===== src/rtl/serport_pkg.sv =====
package serport_pkg;
  typedef enum logic {
    MODE_SHIFT  = 1'b0,
    MODE_FRAMED = 1'b1
  } sp_mode_e;
endpackage


===== src/rtl/serport_flag.sv =====
// Sticky completion flag: set wins over clear.
module serport_flag (
  input  logic clk,
  input  logic rst,
  input  logic set_i,
  input  logic clr_i,
  output logic flag_o
);
  always_ff @(posedge clk) begin
    if (rst)        flag_o <= 1'b0;
    else if (set_i) flag_o <= 1'b1;
    else if (clr_i) flag_o <= 1'b0;
  end
endmodule


===== src/rtl/serport_tx.sv =====
module serport_tx
  import serport_pkg::*;
#(
  parameter int OVS    = 16,
  parameter int DATA_W = 8
) (
  input  logic              clk,
  input  logic              rst,
  input  logic              tick_i,
  input  sp_mode_e          mode_i,
  input  logic              load_i,
  input  logic [DATA_W-1:0] data_i,
  output logic              txd_o,
  output logic              busy_o,
  output logic              done_o,
  output logic              sclk_low_o
);
  localparam int PW = $clog2(OVS);
  localparam int BW = $clog2(DATA_W + 2);
  localparam logic [PW-1:0] PH_LAST  = PW'(OVS - 1);
  localparam logic [PW-1:0] PH_HALF  = PW'(OVS / 2);
  localparam logic [BW-1:0] IDX_LSTD = BW'(DATA_W - 1);
  localparam logic [BW-1:0] IDX_DEND = BW'(DATA_W);
  localparam logic [BW-1:0] IDX_STOP = BW'(DATA_W + 1);

  logic              busy;
  sp_mode_e          mode_q;
  logic [DATA_W-1:0] shreg;
  logic [BW-1:0]     bidx;
  logic [PW-1:0]     phase;
  logic              txd;
  logic              bit_end;

  assign bit_end    = busy && tick_i && (phase == PH_LAST);
  assign done_o     = bit_end &&
                      (((mode_q == MODE_SHIFT)  && (bidx == IDX_LSTD)) ||
                       ((mode_q == MODE_FRAMED) && (bidx == IDX_DEND)));
  assign sclk_low_o = busy && (mode_q == MODE_SHIFT) && (phase < PH_HALF);
  assign txd_o      = txd;
  assign busy_o     = busy;

  always_ff @(posedge clk) begin
    if (rst) begin
      busy   <= 1'b0;
      mode_q <= MODE_FRAMED;
      shreg  <= '0;
      bidx   <= '0;
      phase  <= '0;
      txd    <= 1'b1;
    end else if (!busy) begin
      if (load_i) begin
        busy   <= 1'b1;
        mode_q <= mode_i;
        shreg  <= data_i;
        bidx   <= '0;
        phase  <= '0;
        txd    <= (mode_i == MODE_FRAMED) ? 1'b0 : data_i[0];
      end
    end else if (tick_i) begin
      if (phase == PH_LAST) begin
        phase <= '0;
        bidx  <= bidx + BW'(1);
        if (mode_q == MODE_SHIFT) begin
          if (bidx == IDX_LSTD) begin
            busy <= 1'b0;
            txd  <= 1'b1;
          end else begin
            txd   <= shreg[1];
            shreg <= shreg >> 1;
          end
        end else begin
          if (bidx == '0) begin
            txd <= shreg[0];
          end else if (bidx < IDX_DEND) begin
            txd   <= shreg[1];
            shreg <= shreg >> 1;
          end else if (bidx == IDX_DEND) begin
            txd <= 1'b1;
          end else if (bidx == IDX_STOP) begin
            busy <= 1'b0;
          end
        end
      end else begin
        phase <= phase + PW'(1);
      end
    end
  end
endmodule


===== src/rtl/serport_rx.sv =====
module serport_rx
  import serport_pkg::*;
#(
  parameter int OVS    = 16,
  parameter int DATA_W = 8
) (
  input  logic              clk,
  input  logic              rst,
  input  logic              tick_i,
  input  sp_mode_e          mode_i,
  input  logic              ren_i,
  input  logic              hold_i,
  input  logic              sm2_i,
  input  logic              rxd_i,
  output logic [DATA_W-1:0] data_o,
  output logic              done_o,
  output logic              frame_end_o,
  output logic              line_o,
  output logic              busy_o,
  output sp_mode_e          mode_o,
  output logic              sclk_low_o
);
  localparam int PW = $clog2(OVS);
  localparam int BW = $clog2(DATA_W + 2);
  localparam logic [PW-1:0] PH_LAST  = PW'(OVS - 1);
  localparam logic [PW-1:0] PH_HALF  = PW'(OVS / 2);
  localparam logic [BW-1:0] IDX_LSTD = BW'(DATA_W - 1);
  localparam logic [BW-1:0] IDX_STOP = BW'(DATA_W + 1);

  logic              s1, s2;
  logic              busy;
  sp_mode_e          mode_q;
  logic [BW-1:0]     bidx;
  logic [PW-1:0]     phase;
  logic [DATA_W-1:0] shreg;
  logic [DATA_W-1:0] data_q;
  logic              sample_pt;

  assign sample_pt   = busy && tick_i &&
                       (((mode_q == MODE_FRAMED) && (phase == PH_HALF)) ||
                        ((mode_q == MODE_SHIFT)  && (phase == PH_LAST)));
  assign frame_end_o = sample_pt &&
                       (((mode_q == MODE_FRAMED) && (bidx == IDX_STOP)) ||
                        ((mode_q == MODE_SHIFT)  && (bidx == IDX_LSTD)));
  assign done_o      = frame_end_o && ((mode_q == MODE_SHIFT) || !sm2_i || s2);
  assign line_o      = s2;
  assign busy_o      = busy;
  assign mode_o      = mode_q;
  assign data_o      = data_q;
  assign sclk_low_o  = busy && (mode_q == MODE_SHIFT) && (phase < PH_HALF);

  always_ff @(posedge clk) begin
    if (rst) begin
      s1 <= 1'b1;
      s2 <= 1'b1;
    end else begin
      s1 <= rxd_i;
      s2 <= s1;
    end
  end

  always_ff @(posedge clk) begin
    if (rst) begin
      busy   <= 1'b0;
      mode_q <= MODE_FRAMED;
      bidx   <= '0;
      phase  <= '0;
      shreg  <= '0;
      data_q <= '0;
    end else if (!busy) begin
      if ((mode_i == MODE_FRAMED) && tick_i && !s2) begin
        busy   <= 1'b1;
        mode_q <= MODE_FRAMED;
        phase  <= PW'(1);
        bidx   <= '0;
      end else if ((mode_i == MODE_SHIFT) && ren_i && !hold_i) begin
        busy   <= 1'b1;
        mode_q <= MODE_SHIFT;
        phase  <= '0;
        bidx   <= '0;
      end
    end else if (tick_i) begin
      phase <= (phase == PH_LAST) ? '0 : phase + PW'(1);
      if ((mode_q == MODE_FRAMED) && (phase == PH_LAST))
        bidx <= bidx + BW'(1);
      if (sample_pt) begin
        if (frame_end_o) begin
          busy <= 1'b0;
          if (done_o)
            data_q <= (mode_q == MODE_SHIFT) ? {s2, shreg[DATA_W-1:1]} : shreg;
        end else if ((mode_q == MODE_FRAMED) && (bidx == '0)) begin
          if (s2) busy <= 1'b0;
        end else begin
          shreg <= {s2, shreg[DATA_W-1:1]};
          if (mode_q == MODE_SHIFT) bidx <= bidx + BW'(1);
        end
      end
    end
  end
endmodule


===== src/rtl/serial_port_core.sv =====
module serial_port_core
  import serport_pkg::*;
#(
  parameter int OVS    = 16,
  parameter int DATA_W = 8
) (
  input  logic              clk,
  input  logic              rst,
  input  logic              tick_i,
  input  logic              mode_i,
  input  logic              sm2_i,
  input  logic              ren_i,
  input  logic              tx_load_i,
  input  logic [DATA_W-1:0] tx_data_i,
  input  logic              rxd_i,
  input  logic              ti_clr_i,
  input  logic              ri_clr_i,
  output logic              txd_o,
  output logic              sclk_o,
  output logic [DATA_W-1:0] rx_data_o,
  output logic              ti_o,
  output logic              ri_o
);
  sp_mode_e mode_sel;
  sp_mode_e rx_mode;
  logic     tx_busy, tx_done, tx_sclk_low;
  logic     rx_busy, rx_done, rx_frame_end, rx_line, rx_sclk_low;

  assign mode_sel = sp_mode_e'(mode_i);
  assign sclk_o   = !(tx_sclk_low || rx_sclk_low);

  serport_tx #(.OVS(OVS), .DATA_W(DATA_W)) u_tx (
    .clk        (clk),
    .rst        (rst),
    .tick_i     (tick_i),
    .mode_i     (mode_sel),
    .load_i     (tx_load_i),
    .data_i     (tx_data_i),
    .txd_o      (txd_o),
    .busy_o     (tx_busy),
    .done_o     (tx_done),
    .sclk_low_o (tx_sclk_low)
  );

  serport_rx #(.OVS(OVS), .DATA_W(DATA_W)) u_rx (
    .clk         (clk),
    .rst         (rst),
    .tick_i      (tick_i),
    .mode_i      (mode_sel),
    .ren_i       (ren_i),
    .hold_i      (ri_o),
    .sm2_i       (sm2_i),
    .rxd_i       (rxd_i),
    .data_o      (rx_data_o),
    .done_o      (rx_done),
    .frame_end_o (rx_frame_end),
    .line_o      (rx_line),
    .busy_o      (rx_busy),
    .mode_o      (rx_mode),
    .sclk_low_o  (rx_sclk_low)
  );

  serport_flag u_ti (
    .clk    (clk),
    .rst    (rst),
    .set_i  (tx_done),
    .clr_i  (ti_clr_i),
    .flag_o (ti_o)
  );

  serport_flag u_ri (
    .clk    (clk),
    .rst    (rst),
    .set_i  (rx_done),
    .clr_i  (ri_clr_i),
    .flag_o (ri_o)
  );
endmodule


===== config.mk =====
export PLATFORM = sky130hd
export DESIGN_NAME = serial_port_core
export DESIGN_NICKNAME = d
export VERILOG_FILES = /design/src/rtl/serport_pkg.sv /design/src/rtl/serport_flag.sv /design/src/rtl/serport_tx.sv /design/src/rtl/serport_rx.sv /design/src/rtl/serial_port_core.sv
export SDC_FILE = /design/constraint.sdc
export NUM_CORES = 1
export LEC_CHECK = 0
export BUFFER_PORTS_ARGS = -buffer_cell sky130_fd_sc_hd__buf_4
export CORE_ASPECT_RATIO = 2
export CORE_UTILIZATION = 25
export CTS_CLUSTER_DIAMETER = 30
export DETAILED_ROUTE_END_ITERATION = 10
export SYNTH_ARGS = -nofsm -noshare
export SYNTH_HDL_FRONTEND = slang
export SYNTH_SLANG_ARGS = --single-unit

===== constraint.sdc =====
create_clock -name clk -period 2 [get_ports clk]
set_input_delay 0.4 -clock clk [delete_from_list [all_inputs] [get_ports clk]]
set_output_delay 0.4 -clock clk [all_outputs]
set_load 0.02 [all_outputs]

==> results.md <==
- Max Clk Rate: between 500 and 600 MHz
- Routed WL: 5.79 mm
- First-pass GRT wire length: 9.38 mm
- Slew Limit Fails: 0
- Post-DR vias/cell: roughly 4.7
- Total CTS buffers: 5
- Synth top area cells: dfxtp_1 (38%), mux2i_1 (9.4%), a211oi_2 (7.3%), nor2_1 (6.1%), ha_1 (4.4%)
- Crit path kind: register to output pin
- Post-route minimum period: 1.89 ns
- Slew Limit Headroom: 0.597
- Final Hold Violating Endpoints: 0
- Xor/xnor share of the synthesized area: 0.0102
- Hold path endpoint: u_rx.s1
- Worst reg2reg startpoint: u_rx.phase[0]
- GRT busiest layer: met2
- Filler Cells Inserted: roughly 1100
- Vias in the first global route: between 2000 and 2500
- End of the worst register-to-register path: u_rx.data_o[4]
- Pwr per Cell Area: about 700 nW/um^2
- Hpwl dp: around 4.3 mm
- Full die area: 10700 sq um
- Post-route cell area: 3060 sq um
- DR iter-0 viols: 103
- Setup violations, final: 0
- Router iterations before antenna repair: 4
- Initial Utilization: 0.256
- Hold path depth: 2
- Maxcap violations: 0
- Worst Tran Pin Value: 0.604 ns
- Synth Area in Compound Gates: 0.193
- DRC: 0
- # diodes: 0
- Post-synthesis mux area share: 0.0979
- Count of input and output buffers: 29
- Final antenna-violating net count: 0
- # Post-CTS Setup Buffers: 0
- Startpoint Class: register
- IR drop worst, VDD: 0.312 mV
- Area share of the largest cell type after synthesis: 0.382
- Grt total ovfl: 0
- Sink Count: roughly 50
- Largest net degree at the start of global routing: 50
- Clock H-tree levels: 2
- Worst setup path startpoint: u_rx.mode_o
- # IOs: 30
- Core area: ~10000 sq um
- Worst Hold Launch: rxd_i
- Mapped Nets: 309
- Status: finished, final reports clean
- Final Wtd Congestion: about 0.80
- Reg2Reg Depth: 7
- WP data arrival: approximately 1.5 ns
- CP Capture Type: output pin
- Layout cells sized above 1: 0.241
- GRT Total Usage: 0.114
- Initial antenna violation count: 0
- Synth warn: 0
- Clk root buf: clkbuf_16
- Post-synthesis cell area: ~2600 sq um
- Leak: around 0.0012 uW
- FFs w/ async S/R, synth: 0
- Crit-path max FO: 12
- Global-route track usage on met1: 0.106
- Syn Area/Cell: a little over 9 sq um
- Synth Area in Adders: 0.0438
- Largest area contributor in the netlist: dfxtp_1
- Period utilization: 0.944
- Primary FF master, synth: dfxtp_1
- Die Span X: approximately 74 um
- Hold Slack: roughly 0.29 ns
- Sum Neg Setup Slack: 0 ns
- Drt wl/cell: approximately 13 um
- Crit path required time: roughly 1.6 ns
- RSZ-0062 raised after global routing: no
- Clock Latency Late Sink: 0.30 ns
- CTS max path bufs: 2
- Worst hold path type: input port to register
- Post-synth EDFFs: 0
- Final core utilization: 0.305
- Main combinational cell family by area after synthesis: simple AND/OR/NAND/NOR gates
- Row Count: between 50 and 60
- R2R Setup Slk: 0.17 ns
- Met2 usage: 0.210
- Total power: roughly 2100 uW
- Synth Instances: around 280
- CTS tree: built
- Synth unique cells: 49
- Placed instance area: 2900 sq um
- Area Growth Syn to Fin: 19.1%
- Reg clk slew, reported paths: roughly 0.070 ns
- Die Span Y: between 100 and 150 um
- Sequential element share of the synthesized area: 0.382
- Fin nets: between 300 and 400
- Area share of and/or/nand/nor cells after synthesis: 0.212
- Synthesized flop and latch total: between 40 and 50
- Vias post-DR: 2083
- Layout Skew: between 0.003 and 0.004 ns
- Met3 Track Usage GR: 0.0208
[critical path: stages, from the launching register on]
cell	delay (ns)
dfxtp_1	0.46
buf_6	0.22
nor2_1	0.06
a22oi_1	0.25
buf_4	0.19
[power by group]
group	internal [uW]	total, uW	switching, uW	leakage, uW
Sequential	1000	1020	22.7	0.000398
Combinational	101	227	126	0.000706
Clock	480	888	409	0.0000763
[per-layer routing]
| metal | vias up | wire length, um | share of wire |
|---|---|---|---|
| li1 | 1048 | - | - |
| met1 | 982 | 2120 | 0.37 |
| met2 | 40 | 3280 | 0.57 |
| met3 | 13 | 177 | 0.031 |
| met4 | 0 | 212 | 0.037 |
| met5 | - | 0 | 0 |
[area by class of cell]
cell class	instances	area, sq um	share of cell area
multi-input combinational	206	1430	0.468
sequential	49	981	0.321
timing repair buffer	37	282	0.0920
tap	135	169	0.0552
clock buffer	5	125	0.0409
inverter	11	41.3	0.0135
clock inverter	3	28.8	0.00941
[placed cells by master, fill, tap and decap left out, types with 2 or more instances in the layout]
cell       count
nand4_1        2
ha_1           9
nor3b_1        2
and3_4         2
a31oi_1        4
a211oi_2      15
nor2_1        42
xor2_1         2
nand3_1        7
nor3_1         7
a21oi_1       22
dfxtp_1       49
clkbuf_16      5
nor2_2         3
nand3b_1       3
a32oi_1        2
nor2b_1        3
nand2b_1       5
nand2_1       15
a21o_1         3
and3b_1        3
o21ai_0        6
mux2i_1       24
a211oi_1       3
buf_4         36
or2_2          3
inv_1         11
[synth_stat cells (2+ instances only)]
library cell   n
o21ai_0        6
or2_2          3
nand3_1        7
nor2_2         3
a21o_1         3
clkbuf_1       6
a211oi_2      15
nor3b_1        2
a211oi_1       3
nor2_1        42
a31oi_1        4
xor2_1         2
nor3_1         7
nor2b_1        3
ha_1           9
a32oi_1        2
nand3b_1       3
and3b_1        4
a21oi_1       22
inv_1         11
buf_2          2
buf_6          5
dfxtp_1       49
mux2i_1       24
nand2_1       15
and3_4         2
nand4_1        2
nand2b_1       5
[cell families (layout without fill, tap and decap cells)]
family	count (synthesis)	in the layout
buffers and inverters	27	56
adder cells (fa/ha/maj)	9	9
XOR/XNOR	3	3
multiplexers	25	25
flip-flops	49	49
AND/OR/NAND/NOR	105	105
AO/OA/AOI/OAI	64	64
[what timing repair did]
action | 4_1_cts | 5_1_grt
endpoints found under the setup margin | 1 | 1
pin swaps | 0 | 0
resized for setup | 1 | 1
endpoints found under the hold margin | 0 | 0
hold buffers | 0 | 0
[worst max path at each step]
stage                     depth (start not counted)             end  slack, ns
final                                             4          sclk_o       0.11
after global routing                              4          sclk_o       0.01
after CTS                                         4          sclk_o       0.06
after detailed placement                          7  u_rx.data_o[4]     0.0009
after global placement                            7  u_rx.data_o[0]       0.08
after floorplan                                   9  u_rx.data_o[7]       0.27
[flip-flops by register name (all words and copies together), names as in the netlist, 4 cells and up]
signal       flops
u_rx.data_o      8
u_rx.shreg       8
u_tx.shreg       8
u_rx.bidx        4
u_rx.phase       4
u_tx.bidx        4
u_tx.phase       4
[stage by stage]
| stage | worst slack (ns) | instances |
|---|---|---|
| after floorplan | 0.266 | 282 |
| after global placement | 0.0774 | 438 |
| after detailed placement | 0.000932 | 438 |
| after CTS | 0.0648 | 446 |
| after global routing | 0.0102 | 446 |
| final | 0.113 | 446 |
No activity file was read; power rests on OpenSTA's default activity.
